<file path="config.mk">
export PLATFORM = sky130hd
export DESIGN_NAME = frt_capcmp_timer
export DESIGN_NICKNAME = d
export VERILOG_FILES = /design/src/rtl/frt_pkg.sv /design/src/rtl/frt_timebase.sv /design/src/rtl/frt_capture.sv /design/src/rtl/frt_compare.sv /design/src/rtl/frt_capcmp_timer.sv
export SDC_FILE = /design/constraint.sdc
export NUM_CORES = 1
export LEC_CHECK = 0
export BUFFER_PORTS_ARGS = -buffer_cell sky130_fd_sc_hd__buf_4
export CORE_MARGIN = 3
export CORE_UTILIZATION = 56
export CTS_CLUSTER_SIZE = 14
export DETAILED_ROUTE_END_ITERATION = 8
export PLACE_DENSITY = 0.83
export SETUP_SLACK_MARGIN = 0.4
export SYNTH_ARGS = -nofsm -noshare
export SYNTH_HDL_FRONTEND = slang
export SYNTH_SLANG_ARGS = --single-unit
export TNS_END_PERCENT = 20
</file>
<file path="constraint.sdc">
create_clock -name clk -period 3 [get_ports clk]
set_clock_uncertainty 0.2 [all_clocks]
set_input_delay 0.3 -clock clk [delete_from_list [all_inputs] [get_ports clk]]
set_output_delay 0.3 -clock clk [all_outputs]
set_load 0.005 [all_outputs]
</file>
<file path="src/rtl/frt_pkg.sv">
package frt_pkg;

    localparam int ADDR_W = 4;
    localparam int DIV_W  = 6;

    // Register addresses; per-channel banks start at the base and step by one
    localparam logic [ADDR_W-1:0] A_COUNT  = 4'h0;
    localparam logic [ADDR_W-1:0] A_CTRL   = 4'h1;
    localparam logic [ADDR_W-1:0] A_CAPCFG = 4'h2;
    localparam logic [ADDR_W-1:0] A_CMPEN  = 4'h3;
    localparam logic [ADDR_W-1:0] A_FLAGS  = 4'h4;
    localparam logic [ADDR_W-1:0] A_CAP0   = 4'h5;
    localparam logic [ADDR_W-1:0] A_CMP0   = 4'h8;

    localparam int CTRL_CLR_BIT = 2;

    typedef enum logic [1:0] {
        EDGE_OFF  = 2'd0,
        EDGE_RISE = 2'd1,
        EDGE_FALL = 2'd2,
        EDGE_BOTH = 2'd3
    } edge_sel_e;

    typedef enum logic [1:0] {
        DIV_BY2  = 2'd0,
        DIV_BY8  = 2'd1,
        DIV_BY32 = 2'd2,
        DIV_ALT  = 2'd3
    } div_sel_e;

    typedef struct packed {
        logic rise;
        logic fall;
    } edge_t;

    // Terminal value of the prescaler phase counter for a period code
    function automatic logic [DIV_W-1:0] div_limit(input div_sel_e s);
        case (s)
            DIV_BY2: return DIV_W'(1);
            DIV_BY8: return DIV_W'(7);
            default: return DIV_W'(31);
        endcase
    endfunction

    function automatic logic edge_hit(input edge_sel_e s, input edge_t e);
        case (s)
            EDGE_RISE: return e.rise;
            EDGE_FALL: return e.fall;
            EDGE_BOTH: return e.rise | e.fall;
            default:   return 1'b0;
        endcase
    endfunction

endpackage

</file>
<file path="src/rtl/frt_timebase.sv">
module frt_timebase
    import frt_pkg::*;
#(
    parameter int CNT_W = 16
) (
    input  logic             clk,
    input  logic             rst,
    input  div_sel_e         sel_i,
    input  logic             load_i,
    input  logic [CNT_W-1:0] load_val_i,
    output logic [CNT_W-1:0] cnt_o,
    output logic             tick_o,
    output logic             wrap_o
);
    logic [DIV_W-1:0] div_q;
    logic [CNT_W-1:0] cnt_q;
    logic [DIV_W-1:0] lim;

    assign lim    = div_limit(sel_i);
    assign tick_o = !load_i && (div_q >= lim);
    assign wrap_o = tick_o && (cnt_q == '1);
    assign cnt_o  = cnt_q;

    always_ff @(posedge clk) begin
        if (rst) begin
            div_q <= '0;
            cnt_q <= '0;
        end else if (load_i) begin
            div_q <= '0;
            cnt_q <= load_val_i;
        end else if (tick_o) begin
            div_q <= '0;
            cnt_q <= cnt_q + CNT_W'(1);
        end else begin
            div_q <= div_q + DIV_W'(1);
        end
    end

    // without a load the counter holds or steps by one
    p_cnt_step_r1: assert property (@(posedge clk) disable iff (rst)
        !$past(load_i) |-> (cnt_q == $past(cnt_q) || cnt_q == $past(cnt_q) + CNT_W'(1)));

    // prescaler phase never passes the selected terminal value
    p_div_bound_r2: assert property (@(posedge clk) disable iff (rst)
        $stable(sel_i) |-> div_q <= lim);

    // a load lands on the next edge with a fresh prescaler phase
    p_load_r4: assert property (@(posedge clk) disable iff (rst)
        load_i |=> (cnt_q == $past(load_val_i) && div_q == '0));

endmodule

</file>
<file path="src/rtl/frt_capture.sv">
module frt_capture
    import frt_pkg::*;
#(
    parameter int CNT_W = 16
) (
    input  logic             clk,
    input  logic             rst,
    input  logic             pin_i,
    input  edge_sel_e        sel_i,
    input  logic [CNT_W-1:0] cnt_i,
    output logic             evt_o,
    output logic [CNT_W-1:0] cap_o
);
    logic  sync1_q, sync2_q, prev_q;
    edge_t edges;
    logic [CNT_W-1:0] cap_q;

    assign edges.rise = sync2_q & ~prev_q;
    assign edges.fall = ~sync2_q & prev_q;
    assign evt_o      = edge_hit(sel_i, edges);
    assign cap_o      = cap_q;

    always_ff @(posedge clk) begin
        if (rst) begin
            sync1_q <= 1'b0;
            sync2_q <= 1'b0;
            prev_q  <= 1'b0;
            cap_q   <= '0;
        end else begin
            sync1_q <= pin_i;
            sync2_q <= sync1_q;
            prev_q  <= sync2_q;
            if (evt_o) cap_q <= cnt_i;
        end
    end

    // capture register moves only on a selected edge
    p_cap_hold_r7: assert property (@(posedge clk) disable iff (rst)
        !$past(evt_o) |-> $stable(cap_q));

    // the stored value is the counter of the detection cycle
    p_cap_value_r6: assert property (@(posedge clk) disable iff (rst)
        evt_o |=> cap_q == $past(cnt_i));

endmodule

</file>
<file path="src/rtl/frt_compare.sv">
module frt_compare
    import frt_pkg::*;
#(
    parameter int CNT_W = 16
) (
    input  logic             clk,
    input  logic             rst,
    input  logic [CNT_W-1:0] cmp_i,
    input  logic             en_i,
    input  logic             tick_i,
    input  logic [CNT_W-1:0] cnt_i,
    output logic             hit_o,
    output logic             pin_o
);
    logic pin_q;

    // A match is the counter stepping into the compare value
    assign hit_o = en_i && tick_i && ((cnt_i + CNT_W'(1)) == cmp_i);
    assign pin_o = pin_q;

    always_ff @(posedge clk) begin
        if (rst)        pin_q <= 1'b0;
        else if (hit_o) pin_q <= ~pin_q;
    end

    // the pin moves only after an enabled counting step
    p_pin_gate_r10: assert property (@(posedge clk) disable iff (rst)
        (pin_q != $past(pin_q)) |-> ($past(en_i) && $past(tick_i)));

endmodule

</file>
<file path="src/rtl/frt_capcmp_timer.sv">
module frt_capcmp_timer
    import frt_pkg::*;
#(
    parameter int CNT_W = 16,
    parameter int N_CAP = 2,
    parameter int N_CMP = 4
) (
    input  logic              clk,
    input  logic              rst,
    input  logic [ADDR_W-1:0] bus_addr,
    input  logic              bus_wr,
    input  logic [CNT_W-1:0]  bus_wdata,
    output logic [CNT_W-1:0]  bus_rdata,
    input  logic [N_CAP-1:0]  cap_pin_i,
    output logic [N_CMP-1:0]  cmp_pin_o,
    output logic              irq_ovf_o,
    output logic [N_CAP-1:0]  irq_cap_o,
    output logic [N_CMP-1:0]  irq_cmp_o
);
    localparam int CAPF_LO = 1;
    localparam int CMPF_LO = 1 + N_CAP;
    localparam int FLAG_W  = 1 + N_CAP + N_CMP;

    div_sel_e         sel_q;
    edge_sel_e        capcfg_q [N_CAP];
    logic [N_CMP-1:0] cmpen_q;
    logic [CNT_W-1:0] cmp_q [N_CMP];
    logic             ovf_q;
    logic [N_CAP-1:0] capf_q;
    logic [N_CMP-1:0] cmpf_q;

    logic [CNT_W-1:0] cnt;
    logic             tick, wrap;
    logic             wr_count, wr_ctrl, wr_flags, load;
    logic [CNT_W-1:0] load_val;
    logic [N_CAP-1:0] cap_evt;
    logic [CNT_W-1:0] cap_val [N_CAP];
    logic [N_CMP-1:0] cmp_evt;

    assign wr_count = bus_wr && (bus_addr == A_COUNT);
    assign wr_ctrl  = bus_wr && (bus_addr == A_CTRL);
    assign wr_flags = bus_wr && (bus_addr == A_FLAGS);
    assign load     = wr_count || (wr_ctrl && bus_wdata[CTRL_CLR_BIT]);
    assign load_val = wr_count ? bus_wdata : '0;

    frt_timebase #(.CNT_W(CNT_W)) u_tb (
        .clk        (clk),
        .rst        (rst),
        .sel_i      (sel_q),
        .load_i     (load),
        .load_val_i (load_val),
        .cnt_o      (cnt),
        .tick_o     (tick),
        .wrap_o     (wrap)
    );

    for (genvar c = 0; c < N_CAP; c++) begin : g_cap
        frt_capture #(.CNT_W(CNT_W)) u_cap (
            .clk   (clk),
            .rst   (rst),
            .pin_i (cap_pin_i[c]),
            .sel_i (capcfg_q[c]),
            .cnt_i (cnt),
            .evt_o (cap_evt[c]),
            .cap_o (cap_val[c])
        );

        // a capture event always leaves its flag set
        p_capflag_r8: assert property (@(posedge clk) disable iff (rst)
            cap_evt[c] |=> capf_q[c]);
    end

    for (genvar c = 0; c < N_CMP; c++) begin : g_cmp
        frt_compare #(.CNT_W(CNT_W)) u_cmp (
            .clk    (clk),
            .rst    (rst),
            .cmp_i  (cmp_q[c]),
            .en_i   (cmpen_q[c]),
            .tick_i (tick),
            .cnt_i  (cnt),
            .hit_o  (cmp_evt[c]),
            .pin_o  (cmp_pin_o[c])
        );

        // a match sets its flag even against a clearing write
        p_cmpflag_r9: assert property (@(posedge clk) disable iff (rst)
            cmp_evt[c] |=> cmpf_q[c]);
    end

    always_ff @(posedge clk) begin
        if (rst) begin
            sel_q   <= DIV_BY2;
            cmpen_q <= '0;
            ovf_q   <= 1'b0;
            capf_q  <= '0;
            cmpf_q  <= '0;
            for (int c = 0; c < N_CAP; c++) capcfg_q[c] <= EDGE_OFF;
            for (int c = 0; c < N_CMP; c++) cmp_q[c] <= '0;
        end else begin
            if (wr_ctrl) sel_q <= div_sel_e'(bus_wdata[1:0]);
            if (bus_wr && bus_addr == A_CAPCFG) begin
                for (int c = 0; c < N_CAP; c++)
                    capcfg_q[c] <= edge_sel_e'(bus_wdata[2*c +: 2]);
            end
            if (bus_wr && bus_addr == A_CMPEN) cmpen_q <= bus_wdata[N_CMP-1:0];
            for (int c = 0; c < N_CMP; c++) begin
                if (bus_wr && bus_addr == (A_CMP0 + ADDR_W'(c))) cmp_q[c] <= bus_wdata;
            end
            // set has priority over a write-one-to-clear on the same edge
            ovf_q  <= (ovf_q & ~(wr_flags & bus_wdata[0])) | wrap;
            capf_q <= (capf_q & ~(wr_flags ? bus_wdata[CAPF_LO +: N_CAP] : '0)) | cap_evt;
            cmpf_q <= (cmpf_q & ~(wr_flags ? bus_wdata[CMPF_LO +: N_CMP] : '0)) | cmp_evt;
        end
    end

    always_comb begin
        bus_rdata = '0;
        case (bus_addr)
            A_COUNT:  bus_rdata = cnt;
            A_CTRL:   bus_rdata[1:0] = sel_q;
            A_CAPCFG: for (int c = 0; c < N_CAP; c++) bus_rdata[2*c +: 2] = capcfg_q[c];
            A_CMPEN:  bus_rdata[N_CMP-1:0] = cmpen_q;
            A_FLAGS:  bus_rdata[FLAG_W-1:0] = {cmpf_q, capf_q, ovf_q};
            default:  ;
        endcase
        for (int c = 0; c < N_CAP; c++)
            if (bus_addr == (A_CAP0 + ADDR_W'(c))) bus_rdata = cap_val[c];
        for (int c = 0; c < N_CMP; c++)
            if (bus_addr == (A_CMP0 + ADDR_W'(c))) bus_rdata = cmp_q[c];
    end

    assign irq_ovf_o = ovf_q;
    assign irq_cap_o = capf_q;
    assign irq_cmp_o = cmpf_q;

    // the wrap flag follows a rollover, and the counter reads zero then
    p_ovf_flag_r3: assert property (@(posedge clk) disable iff (rst)
        wrap |=> (ovf_q && cnt == '0));

endmodule

</file>
==> run metrics <==
Clk pin slew, worst setup/hold paths=60 ps; Flop pwr share=0.397; die span in y=132 µm; final RePlAce weighted congestion=1.07; outcome=completed; asr flop ratio synth=0; CP Max Fanout=7; Net Count, Synth=994; clock sink count=145; top cells by count, synth=93 x nor2_1, 77 x dfxtp_1, 72 x and2_1; P_leak=4.35 nW; synth warn=0; final WL=32.1 mm; Final nets=1102; TritonRoute pass-1 iters=6; die extent in x=132 µm; Total Die Area=17400 µm²; Area after DPL=9960 µm²; post-synth cell types=72; Final Hold Fails=0; Iter 0 DRT Violations=1292; switching pwr=1.72 mW; Max clock buf depth=2; most frequent cell after synthesis=nor2_1; Final Instance Area=11100 µm²; post-synth top area share=0.230; WL/cell=24.9 µm; Post-DRT Antenna Nets=0; mapped cell area=8860 µm²; FMAX=355 MHz; vias=8434; Syn Area/Cell=9.24 µm²; Skew-Pair Late Insertion Delay=430 ps; Slew @ Worst Pin=791 ps; Max Slew Vio Count=0; PD cells=521 nW/µm²; CTS tree=built; hold crit path type=input port to register; WP data required=3170 ps; sequential-to-total area share from yosys stat=0.404; CP Capture Type=register; min Tclk post-route=2820 ps; top-level port count=52; Buffers on Ports=51; post-route non-filler standard cell count=1291; initial antenna violation count=0; Worst setup SP type=register; DRC violations left=0; Yosys top cell by area=edfxtp_1; setup TNS=0 ps; switching share of power=0.298; Logic pwr share=0.211; Initial Utilization=0.579; Clk pwr share=0.392; H-tree depth=4; CORE AREA=15300 µm²; slew margin rel.=0.471; cell-internal power=4.05 mW; synth top area cells=edfxtp_1 23%, dfxtp_1 17%, mux2i_1 5.6%; synthesis-stage register bit count=145; largest net degree at the start of global routing=66; first-pass GRT wire length=48.5 mm; gr usage total=0.366; row count=45; number of antenna diodes=0; critical path class=register to register; period utilization=0.939; setup repair after global routing missed its margin=true; Critical Path AT=2980 ps; GRT Residual Overflow=0; R2R setup slack=180 ps; Post-synth EDFFs=68; area grow syn2layout=25.1%; Vias per Instance=6.53; top_reg_cell synth=dfxtp_1; total CTS buffers=17; placed cell count=1229; Gate Count Post-Synth=959; Final HPWL DP=22.6 mm; Max VDD drop=0.425 mV; Root Driver=clkbuf_16; max_cap viols=0; final setup fails=0; share of cells above drive strength 1=0.237; vias in the first global route=7972
-- flip-flops by register name (all words and copies together) (netlist names), 4 cells and up --
name               cells
cmp_q                 64
g_cap.u_cap.cap_o     32
u_tb.cnt_o            16
u_tb.div_q             6
capcfg_q               4
cmpen_q                4
g_cmp.u_cmp.pin_o      4
irq_cmp_o              4
-- final timing paths --
| kind | start | end | cells after the start |
|---|---|---|---|
| setup / recovery | u_tb.cnt_o[1] | g_cmp[0].u_cmp.pin_o | 8 |
| hold reg to reg | g_cap[1].u_cap.sync1_q | g_cap[1].u_cap.sync2_q | 1 |
| setup reg to reg | u_tb.cnt_o[1] | g_cmp[0].u_cmp.pin_o | 8 |
| hold / removal | bus_wdata[5] | u_tb.cnt_o[5] | 3 |
-- critical path, stage by stage (launching register included) --
cell and delay [ps]:
dfxtp_4 370, buf_6 110, nand4_4 170, o311ai_2 340, o211ai_1 140, a2111o_1 400
a2111o_1 390, or4_1 490, a21oi_1 150
-- repair_timing --
action | in CTS | in global routing
hold endpoints to repair | 28 | 0
pin swaps | 15 | 16
buffers inserted | 14 | 6
resized for setup | 36 | 26
hold buffers | 10 | 0
gates cloned | 0 | 0
endpoints found under the setup margin | 29 | 32
-- logic make-up (layout without fill, tap and decap cells) --
family          after synthesis  after routing  share of synthesized area
buf+inv                      97            218                     0.0442
flops                       145            145                      0.404
compound gates              194            194                      0.146
fa+ha+maj                    10             10                     0.0141
xor+xnor                     74             74                     0.0935
simple gates                381            381                      0.227
mux                          58             58                     0.0705
-- power groups by stage --
stage | sequential (mW) | clock, mW | combinational, mW
floorplan | 2.28 | 0 | 0.648
global placement | 2.31 | 0 | 1.06
detailed placement | 2.32 | 0 | 1.06
CTS | 2.28 | 2.25 | 1.15
global route | 2.30 | 2.35 | 1.27
finish | 2.29 | 2.26 | 1.22
-- placed cells by master (no fill, tap or decap), types with 42 or more instances in the layout --
cell	Yosys	layout
buf_4	6	146
dfxtp_1	77	62
nand2_1	66	65
edfxtp_1	68	68
a21oi_1	47	44
mux2i_1	50	50
and2_1	72	72
xnor2_1	48	43
o21ai_0	46	42
nor2_1	93	91
-- cell type report --
cell class	count	area (µm²)
sequential	145	3610
clock buffer	20	447
multi-input combinational	717	5160
inverter	20	75.1
clock inverter	12	165
fill	1138	4240
timing repair buffer	166	1350
tap	211	264
-- per-stage QoR --
step                setup WS (ps)  hold slack (ps)  total power, mW  utilization
finish                        183             14.3             5.77        0.723
global route                  140             23.7             5.92        0.723
CTS                           278             4.22             5.68        0.714
detailed placement            116              241             3.38        0.650
global placement              149              221             3.37        0.650
floorplan                     327              214             2.93            -
-- routing by layer --
layer,global-route usage,vias to the layer above,share of wire
li1,-,3686,-
met1,0.513,3984,0.39
met2,0.546,659,0.44
met3,0.0836,105,0.13
met4,0.163,0,0.039
met5,0,-,0
Power figures use the tool's default switching activity.
